**src/rtl/rotpri_pkg.sv**
```systemverilog
package rotpri_pkg;

    typedef enum logic [2:0] {
        OP_IDLE     = 3'd0,
        OP_ACK      = 3'd1,
        OP_EOI      = 3'd2,
        OP_EOI_ROT  = 3'd3,
        OP_EOI_SPEC = 3'd4,
        OP_SET_PRI  = 3'd5,
        OP_ROT_SPEC = 3'd6,
        OP_RSVD     = 3'd7
    } rp_op_e;

endpackage

```
**src/rtl/rotpri_scan.sv**
```systemverilog
// Finds the relative rank of the first set bit of vec, scanning from off upward
// with wrap. Returns NLINES when no bit is set.
module rotpri_scan #(
    parameter int unsigned NLINES = 8,
    localparam int unsigned IDW = $clog2(NLINES),
    localparam int unsigned PW  = IDW + 1
) (
    input  logic [NLINES-1:0] vec,
    input  logic [IDW-1:0]    off,
    output logic [PW-1:0]     rank
);
    always_comb begin
        rank = PW'(NLINES);
        for (int i = NLINES - 1; i >= 0; i--) begin
            if (vec[IDW'(i) + off]) begin
                rank = PW'(i);
            end
        end
    end
endmodule

```
**src/rtl/rotpri_capture.sv**
```systemverilog
// Next-state of the request register: edge lines latch rising edges and
// honour the acknowledge clear, level lines copy the input.
module rotpri_capture #(
    parameter int unsigned NLINES = 8
) (
    input  logic [NLINES-1:0] irq_in,
    input  logic [NLINES-1:0] trig_level,
    input  logic [NLINES-1:0] prev_q,
    input  logic [NLINES-1:0] irr_q,
    input  logic [NLINES-1:0] clr,
    output logic [NLINES-1:0] irr_nxt
);
    for (genvar g = 0; g < NLINES; g++) begin : g_line
        assign irr_nxt[g] = trig_level[g] ? irq_in[g]
                          : ((irr_q[g] & ~clr[g]) | (irq_in[g] & ~prev_q[g]));
    end
endmodule

```
**src/rtl/rotpri_core.sv**
```systemverilog
module rotpri_core
    import rotpri_pkg::*;
#(
    parameter int unsigned NLINES    = 8,
    parameter int unsigned CASC_LINE = 2
) (
    input  logic                       clk,
    input  logic                       rst_n,
    input  logic [NLINES-1:0]          irq_in,
    input  logic [NLINES-1:0]          trig_level,
    input  logic                       mask_we,
    input  logic [NLINES-1:0]          mask_wdata,
    input  logic                       cfg_auto_eoi,
    input  logic                       cfg_rot_aeoi,
    input  logic                       cfg_sfnm,
    input  logic                       cfg_master,
    input  logic [2:0]                 cmd_op,
    input  logic [$clog2(NLINES)-1:0]  cmd_line,
    output logic                       irq_out,
    output logic [$clog2(NLINES)-1:0]  irq_line
);
    localparam int unsigned IDW = $clog2(NLINES);
    localparam int unsigned PW  = IDW + 1;

    typedef struct packed {
        logic [NLINES-1:0] irr;
        logic [NLINES-1:0] imr;
        logic [NLINES-1:0] isr;
        logic [NLINES-1:0] prev;
        logic [IDW-1:0]    off;
        logic [IDW-1:0]    line;
        logic              out;
    } rp_state_t;

    rp_state_t s_q, s_d;

    function automatic logic [NLINES-1:0] line_oh(input logic [IDW-1:0] l);
        logic [NLINES-1:0] v;
        v    = '0;
        v[l] = 1'b1;
        return v;
    endfunction

    rp_op_e            op;
    logic              ack_fire;
    logic              want;
    logic [NLINES-1:0] cand;
    logic [NLINES-1:0] isr_eff;
    logic [NLINES-1:0] ack_clr;
    logic [NLINES-1:0] irr_cap;
    logic [PW-1:0]     pend_rank;
    logic [PW-1:0]     serv_rank;
    logic [PW-1:0]     top_rank;
    logic [IDW-1:0]    win_line;
    logic [IDW-1:0]    top_line;

    assign op       = rp_op_e'(cmd_op);
    assign ack_fire = (op == OP_ACK) && s_q.out;
    assign cand     = s_q.irr & ~s_q.imr;

    always_comb begin
        isr_eff = s_q.isr;
        if (cfg_sfnm && cfg_master) begin
            isr_eff[CASC_LINE] = 1'b0;
        end
    end

    assign ack_clr = ack_fire ? (line_oh(s_q.line) & ~trig_level) : '0;

    rotpri_scan #(.NLINES(NLINES)) u_pend (.vec(cand),    .off(s_q.off), .rank(pend_rank));
    rotpri_scan #(.NLINES(NLINES)) u_serv (.vec(isr_eff), .off(s_q.off), .rank(serv_rank));
    rotpri_scan #(.NLINES(NLINES)) u_top  (.vec(s_q.isr), .off(s_q.off), .rank(top_rank));

    rotpri_capture #(.NLINES(NLINES)) u_cap (
        .irq_in    (irq_in),
        .trig_level(trig_level),
        .prev_q    (s_q.prev),
        .irr_q     (s_q.irr),
        .clr       (ack_clr),
        .irr_nxt   (irr_cap)
    );

    assign want     = pend_rank < serv_rank;
    assign win_line = pend_rank[IDW-1:0] + s_q.off;
    assign top_line = top_rank[IDW-1:0] + s_q.off;

    always_comb begin
        s_d      = s_q;
        s_d.irr  = irr_cap;
        s_d.prev = irq_in;
        if (mask_we) begin
            s_d.imr = mask_wdata;
        end
        unique case (op)
            OP_ACK: begin
                if (ack_fire) begin
                    if (!cfg_auto_eoi) begin
                        s_d.isr = s_q.isr | line_oh(s_q.line);
                    end else if (cfg_rot_aeoi) begin
                        s_d.off = s_q.line + 1'b1;
                    end
                end
            end
            OP_EOI, OP_EOI_ROT: begin
                if (top_rank != PW'(NLINES)) begin
                    s_d.isr = s_q.isr & ~line_oh(top_line);
                    if (op == OP_EOI_ROT) begin
                        s_d.off = top_line + 1'b1;
                    end
                end
            end
            OP_EOI_SPEC: s_d.isr = s_q.isr & ~line_oh(cmd_line);
            OP_SET_PRI:  s_d.off = cmd_line + 1'b1;
            OP_ROT_SPEC: begin
                s_d.isr = s_q.isr & ~line_oh(cmd_line);
                s_d.off = cmd_line + 1'b1;
            end
            default: ;
        endcase
        s_d.out  = want && !ack_fire;
        s_d.line = (want && !s_q.out) ? win_line : s_q.line;
    end

    always_ff @(posedge clk) begin
        if (!rst_n) begin
            s_q <= '0;
        end else begin
            s_q <= s_d;
        end
    end

    assign irq_out  = s_q.out;
    assign irq_line = s_q.line;

    AST_EDGE_LATCH: assert property (@(posedge clk) disable iff (!rst_n)
        |(irq_in & ~s_q.prev & ~trig_level) |=>
        ((s_q.irr & $past(irq_in & ~s_q.prev & ~trig_level)) == $past(irq_in & ~s_q.prev & ~trig_level)));
    AST_LEVEL_TRACK: assert property (@(posedge clk) disable iff (!rst_n)
        1'b1 |=> (((s_q.irr ^ $past(irq_in)) & $past(trig_level)) == '0));
    AST_MASKED_QUIET: assert property (@(posedge clk) disable iff (!rst_n)
        ((s_q.irr & ~s_q.imr) == '0) |=> !irq_out);
    AST_ACK_MARKS: assert property (@(posedge clk) disable iff (!rst_n)
        (ack_fire && !cfg_auto_eoi) |=> s_q.isr[$past(irq_line)]);
    AST_EOI_ONE: assert property (@(posedge clk) disable iff (!rst_n)
        (op == OP_EOI && s_q.isr != '0) |=> ($countones(s_q.isr) == $countones($past(s_q.isr)) - 1));
    AST_SET_OFFSET: assert property (@(posedge clk) disable iff (!rst_n)
        (op == OP_SET_PRI) |=> (s_q.off == IDW'($past(cmd_line) + 1'b1)));
    AST_LINE_HOLD: assert property (@(posedge clk) disable iff (!rst_n)
        (s_q.out && !ack_fire) |=> (!irq_out || $stable(irq_line)));
endmodule

```
**config.mk**
```make
export PLATFORM = sky130hd
export DESIGN_NAME = rotpri_core
export DESIGN_NICKNAME = d
export VERILOG_FILES = /design/src/rtl/rotpri_pkg.sv /design/src/rtl/rotpri_scan.sv /design/src/rtl/rotpri_capture.sv /design/src/rtl/rotpri_core.sv
export SDC_FILE = /design/constraint.sdc
export NUM_CORES = 1
export LEC_CHECK = 0
export ABC_CLOCK_PERIOD_IN_PS = 5600
export BUFFER_PORTS_ARGS = -buffer_cell sky130_fd_sc_hd__buf_2
export CAP_MARGIN = 20
export CORE_MARGIN = 4
export CORE_UTILIZATION = 61
export CTS_BUF_LIST = sky130_fd_sc_hd__clkbuf_4
export CTS_CLUSTER_SIZE = 16
export DETAILED_ROUTE_END_ITERATION = 7
export GPL_TIMING_DRIVEN = 1
export PLACE_DENSITY = 0.83
export SLEW_MARGIN = 15
export SYNTH_ARGS = -nofsm -noshare
export SYNTH_HDL_FRONTEND = slang
export SYNTH_SLANG_ARGS = --single-unit
export TNS_END_PERCENT = 50
```
**constraint.sdc**
```tcl
create_clock -name clk -period 5.6 [get_ports clk]
set_clock_uncertainty 0.15 [all_clocks]
set_input_delay 0 -clock clk [delete_from_list [all_inputs] [get_ports clk]]
set_output_delay 0 -clock clk [all_outputs]
set_load 0.02 [all_outputs]
```
Word-level counts from Yosys, hierarchy flattened
Index checks and enable logic that the tools add are counted.

Bits in registers: 39. Latch bits: 0. RAM bits: 0. Memory bits (read-only): 0. Input bits: 37. Logic and storage cells: 210. Memories: 0.

Add/sub/neg operators: 12. Multiply operators: 0. Div/mod/pow operators: 0. $lt $le $gt $ge: 15. Equal/unequal tests: 13. Shifts and indexed selects: 0. Mux-type cells: 98. Bitwise operators: 49. Reductions and logical operators: 16.

Operators with widths (count): two-way mux 4 bit (24); binary-select mux 1 bit (select 3 bit) (24); less-than comparator 3 x 4 -> 1 bit (second input constant) (11); two-way mux 1 bit (36); bitwise AND 8 bit (4); two-way mux 8 bit (4); inverter 8 bit (4); case mux 8 bit (3 select lines) (1); bitwise AND 1 bit (16); inverter 1 bit (16); two-way mux 3 bit (5); adder 3 bit (first input constant) (4); inequality test 2 bit (second input constant) (6); adder 3 x 1 -> 3 bit (second input constant) (3); demux 1 bit (select 3 bit) (3); equality test 3 bit (second input constant) (3); greater-or-equal comparator 3 x 1 -> 1 bit (second input constant) (3); case mux 3 bit (3 select lines) (1); OR 1 bit (8); OR 8 bit (1); logical AND 1 bit (7); adder 2 x 3 -> 3 bit (first input constant) (2); adder 3 bit (2); equality test 3 x 2 -> 1 bit (second input constant) (2); 9 further kinds (13).

Depth between registers and ports, before layout
Gate-level depths: netlist of run 1.

Word-level depth: 20. Gate-level depth with buffers: 19. Depth with buffers taken out: 16.

By module
Synthesis of run 1 repeated with hierarchy kept, for this count alone.

Cells, all modules: 444. Area total of the unflattened synthesis: 4250.3 sq um.

By module, submodules not included: rotpri_scan (instances 3, cells an instance 63, area each 688.2 sq um, seq. area each 0.0 sq um); rotpri_core (instances 1, cells an instance 231, area each 2035.7 sq um, seq. area each 780.7 sq um); rotpri_capture (instances 1, cells an instance 24, area each 150.1 sq um, seq. area each 0.0 sq um).

Worst setup path after synthesis of run 1
Ideal clock, no wire load.

Path kind: reg-to-reg. From: register s_q[5] (netlist name). To: register s_q[6] (netlist name). Data arrival time: 4.443 ns. Data required time: 5.359 ns. Setup slack: 0.916 ns. Stages on the path, launching flop included: 18. Buffers on the path: 2. Period minus slack after synthesis: 4.684 ns. Cells stage by stage: dfxtp_1 clkbuf_1 inv_1 ha_1 buf_4 mux4_2 mux2_4 o32ai_4 nor2_1 a21oi_1 o32ai_1 a21o_1 fa_1 xor2_1 nor2_1 mux2_4 or3_1 a311oi_1.

Longest elaborated chain between the ends: 16. Elaborated cells between the ends (all ways): 39. Those cells by class: add/sub (9); eq/ne (2); mux (27); reduce/logical (1).

RTL lines: start, declared (RTL line rotpri_core.sv:35) `rp_state_t s_q, s_d;`; start signal, assigned (RTL line rotpri_core.sv:126) `s_q <= '0;`; start signal, assigned (RTL line rotpri_core.sv:128) `s_q <= s_d;`; adder 3 bit (RTL line rotpri_scan.sv:15) `if (vec[IDW'(i) + off]) begin`; binary-select mux 1 bit (select 3 bit) (RTL line rotpri_scan.sv:15); two-way mux 1 bit (implied by the code) (RTL line rotpri_scan.sv:15); two-way mux 4 bit (8 in series) (RTL line rotpri_scan.sv:15); adder 3 bit (RTL line rotpri_core.sv:85) `assign top_line = top_rank[IDW-1:0] + s_q.off;`; adder 3 x 1 -> 3 bit (RTL line rotpri_core.sv:108) `s_d.off = top_line + 1'b1;`; two-way mux 3 bit (RTL line rotpri_core.sv:107) `if (op == OP_EOI_ROT) begin`; two-way mux 3 bit (RTL line rotpri_core.sv:105) `if (top_rank != PW'(NLINES)) begin`; case mux 3 bit (3 select lines) (RTL line rotpri_core.sv:94) `unique case (op)`.

Parallel ways exist; a longest one is shown, timed or not. The select of a mux whose other input is x is not followed. A chain may end at the register's enable or synchronous reset.

Worst setup path after layout of run 1
From: register s_q[4] (netlist name). To: register s_q (netlist bit isr_eff[4]).

Longest elaborated chain between the ends: 20. Elaborated cells between the ends (all ways): 44. Those cells by class: add/sub (8); order compare (2); eq/ne (2); mux (28); bitwise (2); reduce/logical (2).

RTL lines: adder 3 bit (RTL line rotpri_scan.sv:15); binary-select mux 1 bit (select 3 bit) (RTL line rotpri_scan.sv:15); two-way mux 1 bit (implied by the code) (RTL line rotpri_scan.sv:15); two-way mux 4 bit (8 in series) (RTL line rotpri_scan.sv:15); adder 3 bit (RTL line rotpri_core.sv:85); less-than comparator 3 x 4 -> 1 bit (implied by the code) / greater-or-equal comparator 3 x 1 -> 1 bit (equally long branches) (RTL line rotpri_core.sv:40) `v[l] = 1'b1;`; logical AND 1 bit (implied by the code) (RTL line rotpri_core.sv:40); two-way mux 1 bit (implied by the code) (RTL line rotpri_core.sv:40); demux 1 bit (select 3 bit) (RTL line rotpri_core.sv:40); inverter 8 bit (RTL line rotpri_core.sv:106) `s_d.isr = s_q.isr & ~line_oh(top_line);`; bitwise AND 8 bit (RTL line rotpri_core.sv:106); two-way mux 8 bit (RTL line rotpri_core.sv:105); case mux 8 bit (3 select lines) (RTL line rotpri_core.sv:94).

Parallel ways exist; a longest one is shown, timed or not. The select of a mux whose other input is x is not followed.

==> impl_metrics.py, run 1 <==
metrics = {
    "final_layout": {
        "drive_above_1_share": 0.1811,
        "nets": 532,
        "layout.cells.non_filler": 558,
        "final_area_sq_mm": 0.004274,
        "areaGrowthSynthToFinish_pct": 24.81,
        "regArea_sq_um": 782.0,
        "fillers": 330,
        "multi_input_area_sq_mm": 0.002429,
        "antenna_cells": 0,
        "final_util": 0.7810,
    },
    "setup_path": {
        "slowest_delay_ns": 0.62,
        "reg2reg_slack_ns": 0.17,
        "cp.arrival_ns": 5.61,
        "crit_fanout": 8,
        "end_kind": "flop",
        "critPathRequiredTime_ns": 5.78,
        "startpoint_type": "flop",
        "criticalPathCategory": "reg -> reg",
        "crit_slowest_cell": "mux4_2",
        "path_cells": "inv_1, ha_1, mux4_2, mux2_4, o32ai_4, nor2_1, a21oi_1, o32ai_1, a21o_1, fa_1, xor2_1, xor2_1, o32ai_1, dlygate4sd3_1, a21oi_1, dlygate4sd3_1",
    },
    "pwr": {
        "power.switching_mw": 0.4775,
        "p_int_mw": 0.6571,
        "combinationalPowerShare": 0.512,
        "irDropWorstVdd_uv": 178.6,
        "swShare": 0.4209,
        "p_per_area_mw_per_mm2": 265.5,
        "power_mw": 1.135,
        "pwr-share-seq": 0.308,
        "clkPwrFrac": 0.180,
        "p_leak_nw": 1.709,
    },
    "sta": {
        "period_share": 0.9697,
        "timing.hold.ws_ns": 0.1066,
        "setup_violations": 0,
        "fmax_ghz": 0.1841,
        "rsz0062_at_grt": "false",
        "worst_pin_slew_ns": 0.9379,
        "setup_slack_ns": 0.1696,
        "tns_ns": 0,
        "min_period_ns": 5.430,
        "hold_viol": 0,
        "slew_viol_final": 0,
        "slew_headroom": 0.3659,
    },
    "place": {
        "hpwl_mm": 6.715,
        "place_ws_ns": 0.9534,
        "place_congestion": 0.9762,
        "placed_cells": 492,
        "portBuffers": 40,
        "dpl-instance-area_sq_mm": 0.003608,
    },
    "logic_synthesis": {
        "synth_top_cell_area_share": 0.2280,
        "yosys-top-cells-count": "nand2_1, dfxtp_1, nor2_1, inv_1, o21ai_0",
        "muxShareOfSynthArea": 0.1925,
        "synthAdderAreaFrac": 0.04092,
        "synth-edff-count": 0,
        "syn_area_per_cell_sq_um": 8.540,
        "ys_seq_elements": 39,
        "synth_most_common_cell": "nand2_1",
        "synthXorXnorAreaFrac": 0.02046,
        "synthSimpleGateAreaFrac": 0.2320,
        "post-synth-top-area-cell": "dfxtp_1",
        "synth_area_sq_mm": 0.003425,
        "postSynthCellCount": 401,
        "yosysWarnings": 0,
        "async_flop_share": 0,
        "synth_compound_area_frac": 0.2232,
        "synth_top_flop_cell": "dfxtp_1",
        "synth.area.top_cells": "dfxtp_1, mux4_2, mux2i_1",
        "synth_top_family_by_area": "simple AND/OR/NAND/NOR gates",
        "synth_cell_types": 61,
        "syn_nets": 448,
        "seq_area_frac_synth": 0.2280,
    },
    "global_route": {
        "antenna_found_initial": 0,
        "overflow": 0,
        "grt_max_degree": 39,
        "grt_pass1_vias": 3741,
        "track_usage": 0.3196,
        "grt_pass1_wl_mm": 18.19,
    },
    "routing": {
        "wl_mm": 11.10,
        "ant_nets": 0,
        "post-route-drc-count": 0,
        "drt_pre_antenna_iters": 8,
        "vias_per_cell": 6.737,
        "routedWlPerCell_um": 19.90,
        "drtIter0Drc": 493,
        "vias": 3759,
    },
    "clocking": {
        "cts_root_buf": "clkbuf_4",
        "numClockSinks": 39,
        "cts_max_path_buffers": 2,
        "path_clk_slew_ns": 0.13,
        "cts_tree": "built",
        "htreeDepth": 2,
        "clkLatencyLatePin_ns": 0.38,
        "cts_buffers": 5,
    },
    "die": {
        "die_h_um": 82.93,
        "initial_core_util": 0.6257,
        "ios": 41,
        "die_w_um": 82.93,
        "core_area_sq_mm": 0.005473,
        "rows": 27,
        "fp.dieArea_sq_mm": 0.006877,
    },
    "flow_run": {
        "maxCapViolCount": 0,
    },
    "run_status": {
        "status": "finished, final reports clean",
    },
    "min_path": {
        "hp-class": "in -> reg",
    },
}
## metal layers
metal / track usage / vias to the layer above / part of all wire
met5: 0 / - / 0
met4: 0.1189 / 0 / 0.034
met3: 0.06548 / 59 / 0.098
met2: 0.5525 / 272 / 0.49
met1: 0.3902 / 1774 / 0.38
li1: - / 1654 / -
## final timing paths
kind                            start                        to  cells past startpoint
max reg2reg       s_q[4]$_SDFFE_PN0P_   isr_eff[4]$_SDFFE_PN0P_                     16
min                      cfg_rot_aeoi       s_q[6]$_SDFFE_PN0P_                      5
min reg2reg  irq_line[2]$_SDFFE_PN0P_  irq_line[2]$_SDFFE_PN0P_                      2
max               s_q[4]$_SDFFE_PN0P_   isr_eff[4]$_SDFFE_PN0P_                     16
## power by group through the flow
| stage | combinational (mW) | sequential [mW] | clock (mW) |
|---|---|---|---|
| after floorplan | 0.423 | 0.331 | 0 |
| after CTS | 0.555 | 0.344 | 0.201 |
| after detailed placement | 0.515 | 0.350 | 0 |
| final | 0.581 | 0.350 | 0.204 |
| after global placement | 0.499 | 0.349 | 0 |
| after global routing | 0.627 | 0.352 | 0.218 |
## cells by family (layout without fill, tap and decap cells)
kind of cell,Yosys count,after routing
AND/OR/NAND/NOR,151,151
AO/OA/AOI/OAI,102,102
buffers and inverters,46,131
multiplexers,45,45
flip-flops,39,39
adder cells (fa/ha/maj),10,10
XOR/XNOR,8,8
## area by class of cell
cell class              count  share of cell area
multi-input cells         316              0.5682
clock inverters             3             0.01083
well taps                  72             0.02108
flip-flops and latches     39              0.1830
clock buffers               5            0.008782
repair buffers            102              0.1897
inverters                  21             0.01844
## registers in the layout (all words and copies together) (netlist names)
| register | count |
|---|---|
| s_q | 28 |
| isr_eff | 7 |
| irq_line | 3 |
| irq_out | 1 |
## placed cells by master (no fill, tap or decap), types with 5 or more instances in the layout
cell           synthesis  layout
dlygate4sd3_1          0      58
nand2_1               40      40
buf_2                  4      40
dfxtp_1               39      38
nor2_1                34      34
o21ai_0               21      21
inv_1                 21      21
mux2i_1               19      19
a21oi_1               16      16
nor2b_1               16      16
mux4_2                15      15
o31ai_1               13      13
nand2b_1              12      12
and2_1                11      11
nor3_1                 9       9
mux2_2                 9       9
ha_1                   8       8
a211oi_1               5       5
clkbuf_4               0       5
## worst max-delay path: cells and delay by family, from the launching register on
kind / cells / cell delay (ns)
AOI/OAI and AO/OA: 6 / 1.10
muxes: 2 / 0.93
and+or+nand+nor: 1 / 0.07
xor gates and xnor gates: 2 / 0.63
DFF: 1 / 0.36
buffers and inverters: 3 / 1.27
adders and majority gates: 2 / 0.89
## what timing repair did
item                                   CTS  global route
setup buffers                            0             0
resized for setup                        0             1
hold buffers                            57             1
setup endpoints to repair                0             1
endpoints found under the hold margin   36             1
No activity file was read; power rests on OpenSTA's default activity.
==> inputs of run 2 (changes only) <==
--- a/config.mk
+++ b/config.mk
@@ -10,5 +10,5 @@
 export CAP_MARGIN = 20
 export CORE_MARGIN = 4
-export CORE_UTILIZATION = 61
+export CORE_UTILIZATION = 62
 export CTS_BUF_LIST = sky130_fd_sc_hd__clkbuf_4
 export CTS_CLUSTER_SIZE = 16
@@ -19,4 +19,5 @@
 export SYNTH_ARGS = -nofsm -noshare
 export SYNTH_HDL_FRONTEND = slang
+export SYNTH_HIERARCHICAL = 1
 export SYNTH_SLANG_ARGS = --single-unit
 export TNS_END_PERCENT = 50
--- a/constraint.sdc
+++ b/constraint.sdc
@@ -3,3 +3,3 @@
 set_input_delay 0 -clock clk [delete_from_list [all_inputs] [get_ports clk]]
 set_output_delay 0 -clock clk [all_outputs]
-set_load 0.02 [all_outputs]
+set_load 0.005 [all_outputs]
==> run 2 against run 1 <==
The flow now finishes with violations (hold timing); cell count rose by 6.6%; critical path type unchanged; via count rose by 10%; highest routed layer unchanged; count of clock-buffer cells in the layout rose by 2; setup slack improved by 0.55 ns; power fell by 2.9%.
==> impl_metrics.py, run 2 <==
metrics = {
    "die": {
        "die_w_um": 90.80,
        "core_area_sq_mm": 0.006495,
        "rows": 29,
        "initial_core_util": 0.6544,
        "ios": 41,
        "die_h_um": 90.80,
        "fp.dieArea_sq_mm": 0.008244,
    },
    "sta": {
        "worst_pin_slew_ns": 0.6939,
        "slew_headroom": 0.5368,
        "setup_slack_ns": 0.7159,
        "timing.hold.ws_ns": -0.008573,
        "tns_ns": 0,
        "min_period_ns": 4.884,
        "slew_viol_final": 0,
        "hold_viol": 1,
        "fmax_ghz": 0.2047,
        "period_share": 0.8722,
        "rsz0062_at_grt": "false",
        "setup_violations": 0,
    },
    "clocking": {
        "cts_tree": "built",
        "cts_max_path_buffers": 2,
        "clkLatencyLatePin_ns": 0.36,
        "cts_root_buf": "clkbuf_4",
        "path_clk_slew_ns": 0.14,
        "cts_buffers": 5,
        "htreeDepth": 2,
        "numClockSinks": 39,
    },
    "final_layout": {
        "areaGrowthSynthToFinish_pct": 15.10,
        "layout_commonest_cell": "dlygate4sd3_1",
        "largest_reg_flops": 28,
        "nets": 566,
        "fillers": 388,
        "largest-register": "s_q",
        "final_util": 0.7532,
        "drive_above_1_share": 0.2229,
        "final_cell_mix": "dlygate4sd3_1, mux2i_1, mux2_2, buf_2, dfxtp_1",
    },
    "global_route": {
        "use_met3": 0.07000,
        "grt_pass1_wl_mm": 20.82,
        "grt_util_met2": 0.5170,
        "use_met1": 0.3750,
        "grt_busiest_layer": "met2",
        "overflow": 0,
        "antenna_found_initial": 1,
        "grt_max_degree": 33,
        "grt_pass1_vias": 4113,
        "track_usage": 0.3115,
    },
    "logic_synthesis": {
        "synth-edff-count": 0,
        "seq_area_frac_synth": 0.1837,
        "synth_most_common_cell": "mux2i_1",
        "syn_nets": 495,
        "ys_seq_elements": 39,
        "synth_area_sq_mm": 0.004250,
        "synth_cell_types": 50,
        "synth_top_flop_cell": "dfxtp_1",
        "post-synth-top-area-cell": "dfxtp_1",
        "synth_top_cell_area_share": 0.1837,
        "postSynthCellCount": 444,
        "yosysWarnings": 6,
        "async_flop_share": 0,
        "syn_area_per_cell_sq_um": 9.573,
        "yosys-top-cells-count": "mux2i_1, mux2_2, dfxtp_1, nor2_1, nand2_1",
        "synth.area.top_cells": "dfxtp_1, mux4_1, mux2_2",
    },
    "flow_run": {
        "maxCapViolCount": 0,
    },
    "routing": {
        "drtIter0Drc": 475,
        "drt_pre_antenna_iters": 5,
        "wl_mm": 13.02,
        "vias_per_cell": 6.968,
        "routedWlPerCell_um": 21.88,
        "post-route-drc-count": 0,
        "vias": 4146,
        "ant_nets": 0,
    },
    "setup_path": {
        "crit_end": "s_q[6]$_SDFFE_PN0P_",
        "path_cells": "inv_1, ha_1, mux2_2, mux4_1, nor3_1, a21oi_1, o22ai_1, inv_2, fa_1, nor2_1, a21oi_1, o21ai_0, ha_1, xnor2_1, a211oi_2",
        "reg2reg_from": "s_q[4]$_SDFFE_PN0P_",
        "crit_slowest_cell": "fa_1",
        "ff2ff_path_depth": 15,
        "end_kind": "flop",
        "slowest_delay_ns": 0.64,
        "rr_endpoint": "s_q[6]$_SDFFE_PN0P_",
        "worst-path-stages": 15,
        "cp-startpoint": "s_q[4]$_SDFFE_PN0P_",
        "reg2reg_slack_ns": 0.72,
        "startpoint_type": "flop",
        "crit_fanout": 17,
        "cp.arrival_ns": 5.01,
        "critPathRequiredTime_ns": 5.73,
        "crit_family": "adder cells",
        "criticalPathCategory": "reg -> reg",
        "cp_num_buf_inv": 2,
    },
    "run_status": {
        "status": "complete, but fails checks",
        "violations": "hold timing",
    },
    "place": {
        "hpwl_mm": 7.479,
        "place_ws_ns": 1.106,
        "place_congestion": 0.8888,
        "portBuffers": 40,
    },
    "min_path": {
        "hp-class": "in -> reg",
    },
    "pwr": {
        "p_per_area_mw_per_mm2": 225.3,
        "p_leak_nw": 2.080,
        "irDropWorstVdd_uv": 194.4,
    },
}
## run 2: repair_timing
action | 4_1_cts | 5_1_grt
hold endpoints to repair | 32 | 0
setup buffers | 0 | 0
resized for setup | 0 | 0
hold buffers | 48 | 0
endpoints found under the setup margin | 0 | 0
## run 2: how the worst min path moves through the flow
stage	slack, ns	start	endpoint	cells past startpoint
after floorplan	-0.02	irq_in[3]	s_q[10]$_SDFF_PN0_	1
after global placement	0.07	irq_in[2]	s_q[9]$_SDFF_PN0_	2
after detailed placement	0.08	irq_in[0]	s_q[7]$_SDFF_PN0_	2
after CTS	0.01	cmd_line[0]	isr_eff[3]$_SDFFE_PN0P_	4
after global routing	0.03	cmd_line[0]	isr_eff[3]$_SDFFE_PN0P_	4
final	-0.009	cmd_line[0]	isr_eff[3]$_SDFFE_PN0P_	4
## run 2: metrics by stage
step | area [sq um] | instances | power [mW]
after floorplan | 4250 | 444 | 0.7949
after global placement | 4349 | 537 | 0.8479
after detailed placement | 4349 | 537 | 0.8707
after CTS | 4887 | 593 | 1.046
after global routing | 4890 | 594 | 1.150
final | 4892 | 595 | 1.102
## run 2: per-layer routing
layer	part of all wire	up-vias	wire length, um
met1	0.37	1912	4771
met2	0.47	332	6119
met5	0	-	0
met3	0.10	92	1302
li1	-	1810	-
met4	0.063	0	824
## run 2: worst register-to-register path: cells and delay by family, from the launching register on
family                   cells  cell delay (ns)
AO/OA/AOI/OAI                5             0.89
XOR/XNOR                     1             0.16
adder cells (fa/ha/maj)      3             1.47
buffers and inverters        2             0.17
flip-flops                   1             0.62
multiplexers                 2             0.98
AND/OR/NAND/NOR              2             0.35
## run 2: kinds of logic (layout without fill, tap and decap cells)
kind of cell / after synthesis / in the layout / synth area share
multiplexers: 113 / 113 / 0.3691
AND/OR/NAND/NOR: 142 / 142 / 0.1846
buffers and inverters: 46 / 118 / 0.06888
adder cells (fa/ha/maj): 14 / 14 / 0.04474
AO/OA/AOI/OAI: 77 / 77 / 0.1204
flip-flops: 39 / 39 / 0.1837
other: 0 / 2 / 0
XOR/XNOR: 13 / 13 / 0.02856
## run 2: cell type report
| class | count | area, sq um | area share |
|---|---|---|---|
| Clock inverter | 1 | 5.005 | 0.001023 |
| Tap cell | 77 | 96.34 | 0.01969 |
| Sequential cell | 39 | 782.0 | 0.1598 |
| Inverter | 19 | 71.32 | 0.01458 |
| Timing Repair Buffer | 91 | 703.2 | 0.1437 |
| Multi-Input combinational cell | 359 | 3177 | 0.6494 |
| Antenna cell | 2 | 5.005 | 0.001023 |
| Clock buffer | 7 | 52.55 | 0.01074 |
## run 2: report_power, final
group	internal (mW)	total (mW)	switching (mW)	leakage (nW)
Sequential	0.305	0.363	0.0585	0.322
Clock	0.0589	0.166	0.107	0.0361
Combinational	0.270	0.572	0.303	1.72
